### src/rtl/serial_shift_port.sv
module serial_shift_port #(
  parameter int DATA_W   = 32,
  parameter int LEN_W    = 2,
  parameter int LEN_STEP = 8
) (
  input  logic              clk,
  input  logic              rst_n,
  input  logic              clk_sel,
  input  logic              int_rise,
  input  logic              int_fall,
  input  logic              ext_rise,
  input  logic              ext_fall,
  input  logic [LEN_W-1:0]  len_code,
  input  logic              tx_load,
  input  logic [DATA_W-1:0] tx_word,
  output logic              tx_ready,
  output logic              tx_sdo,
  input  logic              rx_sdi,
  output logic [DATA_W-1:0] rx_word,
  output logic              rx_valid
);
  localparam int CW = $clog2(DATA_W + 1);

  logic              rise, fall;
  logic [CW-1:0]     nbits, tx_cnt, rx_cnt;
  logic [DATA_W-1:0] tx_sh, rx_sh, rx_next, len_mask;

  assign rise     = clk_sel ? ext_rise : int_rise;
  assign fall     = clk_sel ? ext_fall : int_fall;
  assign nbits    = CW'(LEN_STEP) * (CW'(len_code) + CW'(1));
  assign len_mask = {DATA_W{1'b1}} >> (CW'(DATA_W) - nbits);
  assign tx_ready = (tx_cnt == '0);
  assign rx_next  = {rx_sh[DATA_W-2:0], rx_sdi};

  always_ff @(posedge clk) begin
    if (!rst_n) begin
      tx_sh  <= '0;
      tx_cnt <= '0;
      tx_sdo <= 1'b0;
    end else if (tx_load && tx_ready) begin
      tx_sh  <= tx_word << (CW'(DATA_W) - nbits);
      tx_cnt <= nbits;
    end else if (rise && !tx_ready) begin
      tx_sdo <= tx_sh[DATA_W-1];
      tx_sh  <= tx_sh << 1;
      tx_cnt <= tx_cnt - CW'(1);
    end
  end

  always_ff @(posedge clk) begin
    if (!rst_n) begin
      rx_sh    <= '0;
      rx_cnt   <= '0;
      rx_word  <= '0;
      rx_valid <= 1'b0;
    end else begin
      rx_valid <= 1'b0;
      if (fall) begin
        if (rx_cnt == nbits - CW'(1)) begin
          rx_word  <= rx_next & len_mask;
          rx_valid <= 1'b1;
          rx_sh    <= '0;
          rx_cnt   <= '0;
        end else begin
          rx_sh  <= rx_next;
          rx_cnt <= rx_cnt + CW'(1);
        end
      end
    end
  end
endmodule


### config.mk
export PLATFORM = sky130hd
export DESIGN_NAME = serial_shift_port
export DESIGN_NICKNAME = d
export VERILOG_FILES = /design/src/rtl/serial_shift_port.sv
export SDC_FILE = /design/constraint.sdc
export NUM_CORES = 1
export LEC_CHECK = 0
export BUFFER_PORTS_ARGS = -buffer_cell sky130_fd_sc_hd__buf_4
export CAP_MARGIN = 10
export CORE_MARGIN = 5
export CORE_UTILIZATION = 29
export CTS_BUF_LIST = sky130_fd_sc_hd__clkbuf_8
export DETAILED_ROUTE_END_ITERATION = 10
export PLACE_DENSITY = 0.57
export SLEW_MARGIN = 20
export SYNTH_ARGS = -nofsm -noshare
export SYNTH_HDL_FRONTEND = slang
export SYNTH_SLANG_ARGS = --single-unit
### constraint.sdc
create_clock -name clk -period 2.7 [get_ports clk]
set_clock_uncertainty 0.15 [all_clocks]
set_input_delay 0.27 -clock clk [delete_from_list [all_inputs] [get_ports clk]]
set_output_delay 0.27 -clock clk [all_outputs]
set_load 0.02 [all_outputs]
# == Word level (Yosys, flattened, before mapping) ==
# Index checks and enable logic that the tools add are counted.
# word_totals
out_inout_bits,35
register_bits,109
elab_cells,37
in_bits,43
# classes
bitwise_logic,3
reduce_logical,9
n_mux,9
shift,2
eq_ne,1
addsub,5
# ops
cell,n
$mux W32,2
$and A32 B32 Y32,1
$shl A32 B6 Y32,1
$shr A32 B6 Y32 const A,1
$mux W31,1
$mux W6,3
$sub A6 B1 Y6 const B,2
$add A6 B1 Y6 const B,1
$eq A6 B6 Y1,1
$logic_not A6 Y1,1
$reduce_and A2 Y1,3
$sub A6 B6 Y6 const A,1
$add A2 B1 Y3 const B,1
$mux W1,3
$logic_and A1 B1 Y1,2
$not A1 Y1,2
$reduce_bool A2 Y1,1
$reduce_or A2 Y1,1
$logic_not A1 Y1,1

# == Depth between registers and ports, before layout ==
# logic_depth
ltp_word,5
mapped_depth,10

# == Least setup slack after synthesis ==
# No wires, ideal clock.
# synth_path
path_type,input -> register
from,input len_code[0]
to,register rx_sh[23]
cell_stages,10
arrival_time_ns,2.356
path_buffers,4
t_required_ns,2.491
path_slack_ns,0.135
cell_sequence,buf_2 -> buf_2 -> inv_1 -> ha_1 -> buf_2 -> xnor2_1 -> mux2i_1 -> o21ba_1 -> buf_2 -> a22o_1
# synth_between
elab_chain_len,4
# synth_rtl
element,line_no,source
start: declaration,13,"input logic [LEN_W-1:0] len_code,"
$add A2 B1 Y3,30,assign nbits = CW'(LEN_STEP) * (CW'(len_code) + CW'(1));
$sub A6 B1 Y6,59,if (rx_cnt == nbits - CW'(1)) begin
$eq A6 B6 Y1,59,
$mux W31,59,
end signal: assignment,65,rx_sh <= rx_next;
end: declaration,26,"logic [DATA_W-1:0] tx_sh, rx_sh, rx_next, len_mask;"
# Every way passes these cells.
# A chain may end at the register's enable or synchronous reset.

# == Worst setup path in the final report ==
# layout_path
from,register rx_cnt[0]
to,register rx_sh[9]
# layout_between
elab_chain_len,2
# layout_rtl
element,line_no,source
start: declaration,25,"logic [CW-1:0] nbits, tx_cnt, rx_cnt;"
start signal: assignment,66,rx_cnt <= rx_cnt + CW'(1);
$eq A6 B6 Y1,59,
$mux W31,59,
# Every way passes these cells.

==> flow_metrics.tcl <==
set metrics [dict create \
    nFillCells 1674 \
    avgSynthCellArea_um2 9.63 \
    pwr-share-clk_pct 24.0 \
    avgViaCountPerCell 5.07 \
    critPathMaxFanout 24 \
    power.density_nw_per_um2 630 \
    ant_nets 0 \
    drc 0 \
    comb_power_share_pct 27.9 \
    final_core_utilization_pct 35.9 \
    io_buffer_count 77 \
    via_count 4093 \
    arrival_ns 2.27 \
    rows 47 \
    finalSetupViolCount 0 \
    ys_warn_count 0 \
    die_h_um 141 \
    clk_pin_slew_ns 0.11 \
    start_util_pct 29.7 \
    rsz0062_at_grt "false" \
    io_pins 78 \
    gp_congestion 0.846 \
    wl_per_cell_um 16.4 \
    root_buffer "clkbuf_8" \
    overflow 0 \
    finalNetCount 632 \
    slew_violations 0 \
    dp_hpwl_um 9210 \
    cellLeakagePower_nw 2.21 \
    synth-compound-area-share_pct 23.3 \
    antenna_found_initial 0 \
    period_share_pct 79.5 \
    relSlewSlack_pct 42.8 \
    synth_xor_area_share_pct 1.04 \
    max-cap-violations 0 \
    start_kind "flip-flop" \
    power_mw 3.76 \
    diodes 0 \
    async_flop_share_pct 0 \
    htree_levels 3 \
    netlist_area_um2 4950 \
    cts_tree "done" \
    synth_mux_area_share_pct 10.1 \
    synth-edff-count 0 \
    switching_share_pct 34.1 \
    synthSimpleGateAreaFrac_pct 15.5 \
    synth_seq_cells 109 \
    grt_max_degree 51 \
    yosysSeqAreaShare_pct 44.1 \
    grt_pass1_wl_um 21100 \
    drt_iter0_drc 330 \
    crit_type "flip-flop to flip-flop" \
    clock-sinks 109 \
    cp.required_ns 2.82 \
    finalCriticalPeriod_ns 2.15 \
    fmax_mhz 466 \
    synth-adder-area-share_pct 1.52 \
    clk_path_buf_depth 2 \
    die_w_um 141 \
    routed_wl_um 13200 \
    track_usage_pct 13.0 \
    syn_to_final_growth_pct 20.5 \
    cts-buffers-inserted 9 \
    clock_latency_ns 0.37 \
    synth_fp_nets 563 \
    grt_pass1_vias 3994 \
    p_switching_mw 1.28 \
    status "finished clean" \
    synth_cell_type_count 52 \
    ys_dominant_reg_cell "dfxtp_1" \
    synth_cells 514 \
    dieArea_um2 19800 \
    worstMarginPinSlew_ns 0.858 \
    fin_tns_setup_ns 0 \
    dr.pass1.iters 5 \
    cp-end-kind "flip-flop" \
    fp.coreArea_um2 16600 \
    hold_violations 0 \
    cellInternalPower_mw 2.47 \
    drive_above_1_share_pct 21.6 \
    ir_drop_v 0.000283 \
    min_path_type "primary input to flip-flop" \
    post-cts-setup-buffer-count 0 \
    synth_top_family_by_area "compound AO/OA/AOI/OAI gates" \
    seq_power_share_pct 48.2 \
]
==> through the flow <==
| stage | hold slack, ns | setup slack [ns] | cell area, µm² | std cells |
|---|---|---|---|---|
| final | 0.0265 | 0.552 | 5970 | 807 |
| after detailed placement | 0.302 | 0.280 | 5730 | 785 |
| after CTS | 0.00375 | 0.546 | 5970 | 807 |
| after floorplan | 0.258 | 0.135 | 4950 | 514 |
| after global routing | 0.0163 | 0.392 | 5970 | 807 |
| after global placement | 0.299 | 0.344 | 5730 | 785 |
==> registers in the layout (all words and copies together), names as in the netlist <==
name / count
rx_cnt: 6
rx_sh: 31
rx_valid: 1
rx_word: 32
tx_cnt: 6
tx_sdo: 1
tx_sh: 32
==> cell families after synthesis <==
group	count (synthesis)
buffers and inverters	48
xor gates and xnor gates	5
muxes	39
adders and majority gates	6
DFF	109
AOI/OAI and AO/OA	156
and+or+nand+nor	151
==> cell type report <==
class                   count  area (µm²)  area share [%]
clock inverters             6        42.5           0.713
repair buffers            101         776            13.0
clock buffers               9         124            2.08
inverters                   5        18.8           0.315
multi-input cells         357        2550            42.7
flip-flops and latches    109        2180            36.6
well taps                 220         275            4.61
==> final timing paths <==
path / startpoint / end / slack (ns) / depth (start not counted)
max reg2reg: rx_cnt[0]$_SDFFE_PN0P_ / rx_sh[9]$_SDFFE_PN0P_ / 0.55 / 5
min: rx_sdi / rx_word[0]$_SDFFE_PN0P_ / 0.03 / 3
min reg2reg: rx_word[7]$_SDFFE_PN0P_ / rx_word[7]$_SDFFE_PN0P_ / 0.31 / 2
max: rx_cnt[0]$_SDFFE_PN0P_ / rx_sh[9]$_SDFFE_PN0P_ / 0.55 / 5
==> per-layer routing <==
metal | vias to the layer above | routed length (µm) | share of wire (%) | GRT usage [%]
met5 | - | 0 | 0 | 0
met4 | 0 | 147 | 1.1 | 2.19
met3 | 14 | 798 | 6.0 | 4.00
met2 | 102 | 6140 | 46 | 20.7
met1 | 1951 | 6120 | 46 | 17.6
li1 | 2026 | - | - | -
==> Yosys cell counts (all sizes together), types with 4 or more instances <==
master	n	area [µm²]
a21oi	24	124
a21boi	18	135
clkbuf	25	95.1
o21ai	20	100
and3	10	62.6
dfxtp	109	2180
nor3	6	51.3
a22o	24	210
a2bb2oi	8	70.1
a22oi	16	120
mux4	8	180
a221o	15	150
nor2	15	56.3
and2	5	31.3
nand3	13	65.1
nand2	69	259
mux2i	28	280
a31oi	9	56.3
nand4	4	25.0
o211ai	7	52.6
o2bb2ai	8	70.1
inv	5	18.8
nand2b	9	56.3
nand3b	9	67.6
ha	6	75.1
buf	18	106
==> worst max-delay path, stage by stage, from the launching register on <==
cell and delay, ns:
dfxtp_1 0.39, ha_1 0.26, nand3_1 0.09, mux2_4 0.36, o21ba_1 0.48, a22o_1 0.31
==> power groups by stage <==
| stage | clock, mW | sequential [mW] | combinational, mW |
|---|---|---|---|
| finish | 0.900 | 1.81 | 1.05 |
| global route | 0.990 | 1.83 | 1.15 |
| CTS | 0.929 | 1.81 | 1.05 |
| detailed placement | 0 | 1.85 | 1.03 |
| global placement | 0 | 1.84 | 1.01 |
| floorplan | 0 | 1.82 | 0.725 |
==> placed cells by master (no fill, tap or decap), drive strengths merged, types with 2 or more instances in the layout <==
| cell | count |
|---|---|
| dfxtp | 109 |
| buf | 94 |
| nand2 | 69 |
| mux2i | 28 |
| a22o | 24 |
| a21oi | 24 |
| o21ai | 20 |
| a21boi | 18 |
| a22oi | 16 |
| nor2 | 15 |
| a221o | 15 |
| nand3 | 13 |
| and3 | 10 |
| nand3b | 9 |
| nand2b | 9 |
| a31oi | 9 |
| clkbuf | 9 |
| mux4 | 8 |
| a2bb2oi | 8 |
| o2bb2ai | 8 |
| inv | 8 |
| o211ai | 7 |
| dlygate4sd3 | 7 |
| ha | 6 |
| nor3 | 6 |
| and2 | 5 |
| nand4 | 4 |
| xor2 | 3 |
| or3 | 3 |
| nor2b | 3 |
| mux2 | 3 |
| nor3b | 2 |
| clkinvlp | 2 |
| xnor2 | 2 |
==> timing repair <==
item / 4_1_cts / 5_1_grt
endpoints found under the hold margin: 7 / 0
hold buffers: 7 / 0
resized for setup: 0 / 0
endpoints found under the setup margin: 0 / 0
No activity file was read; power rests on OpenSTA's default activity.
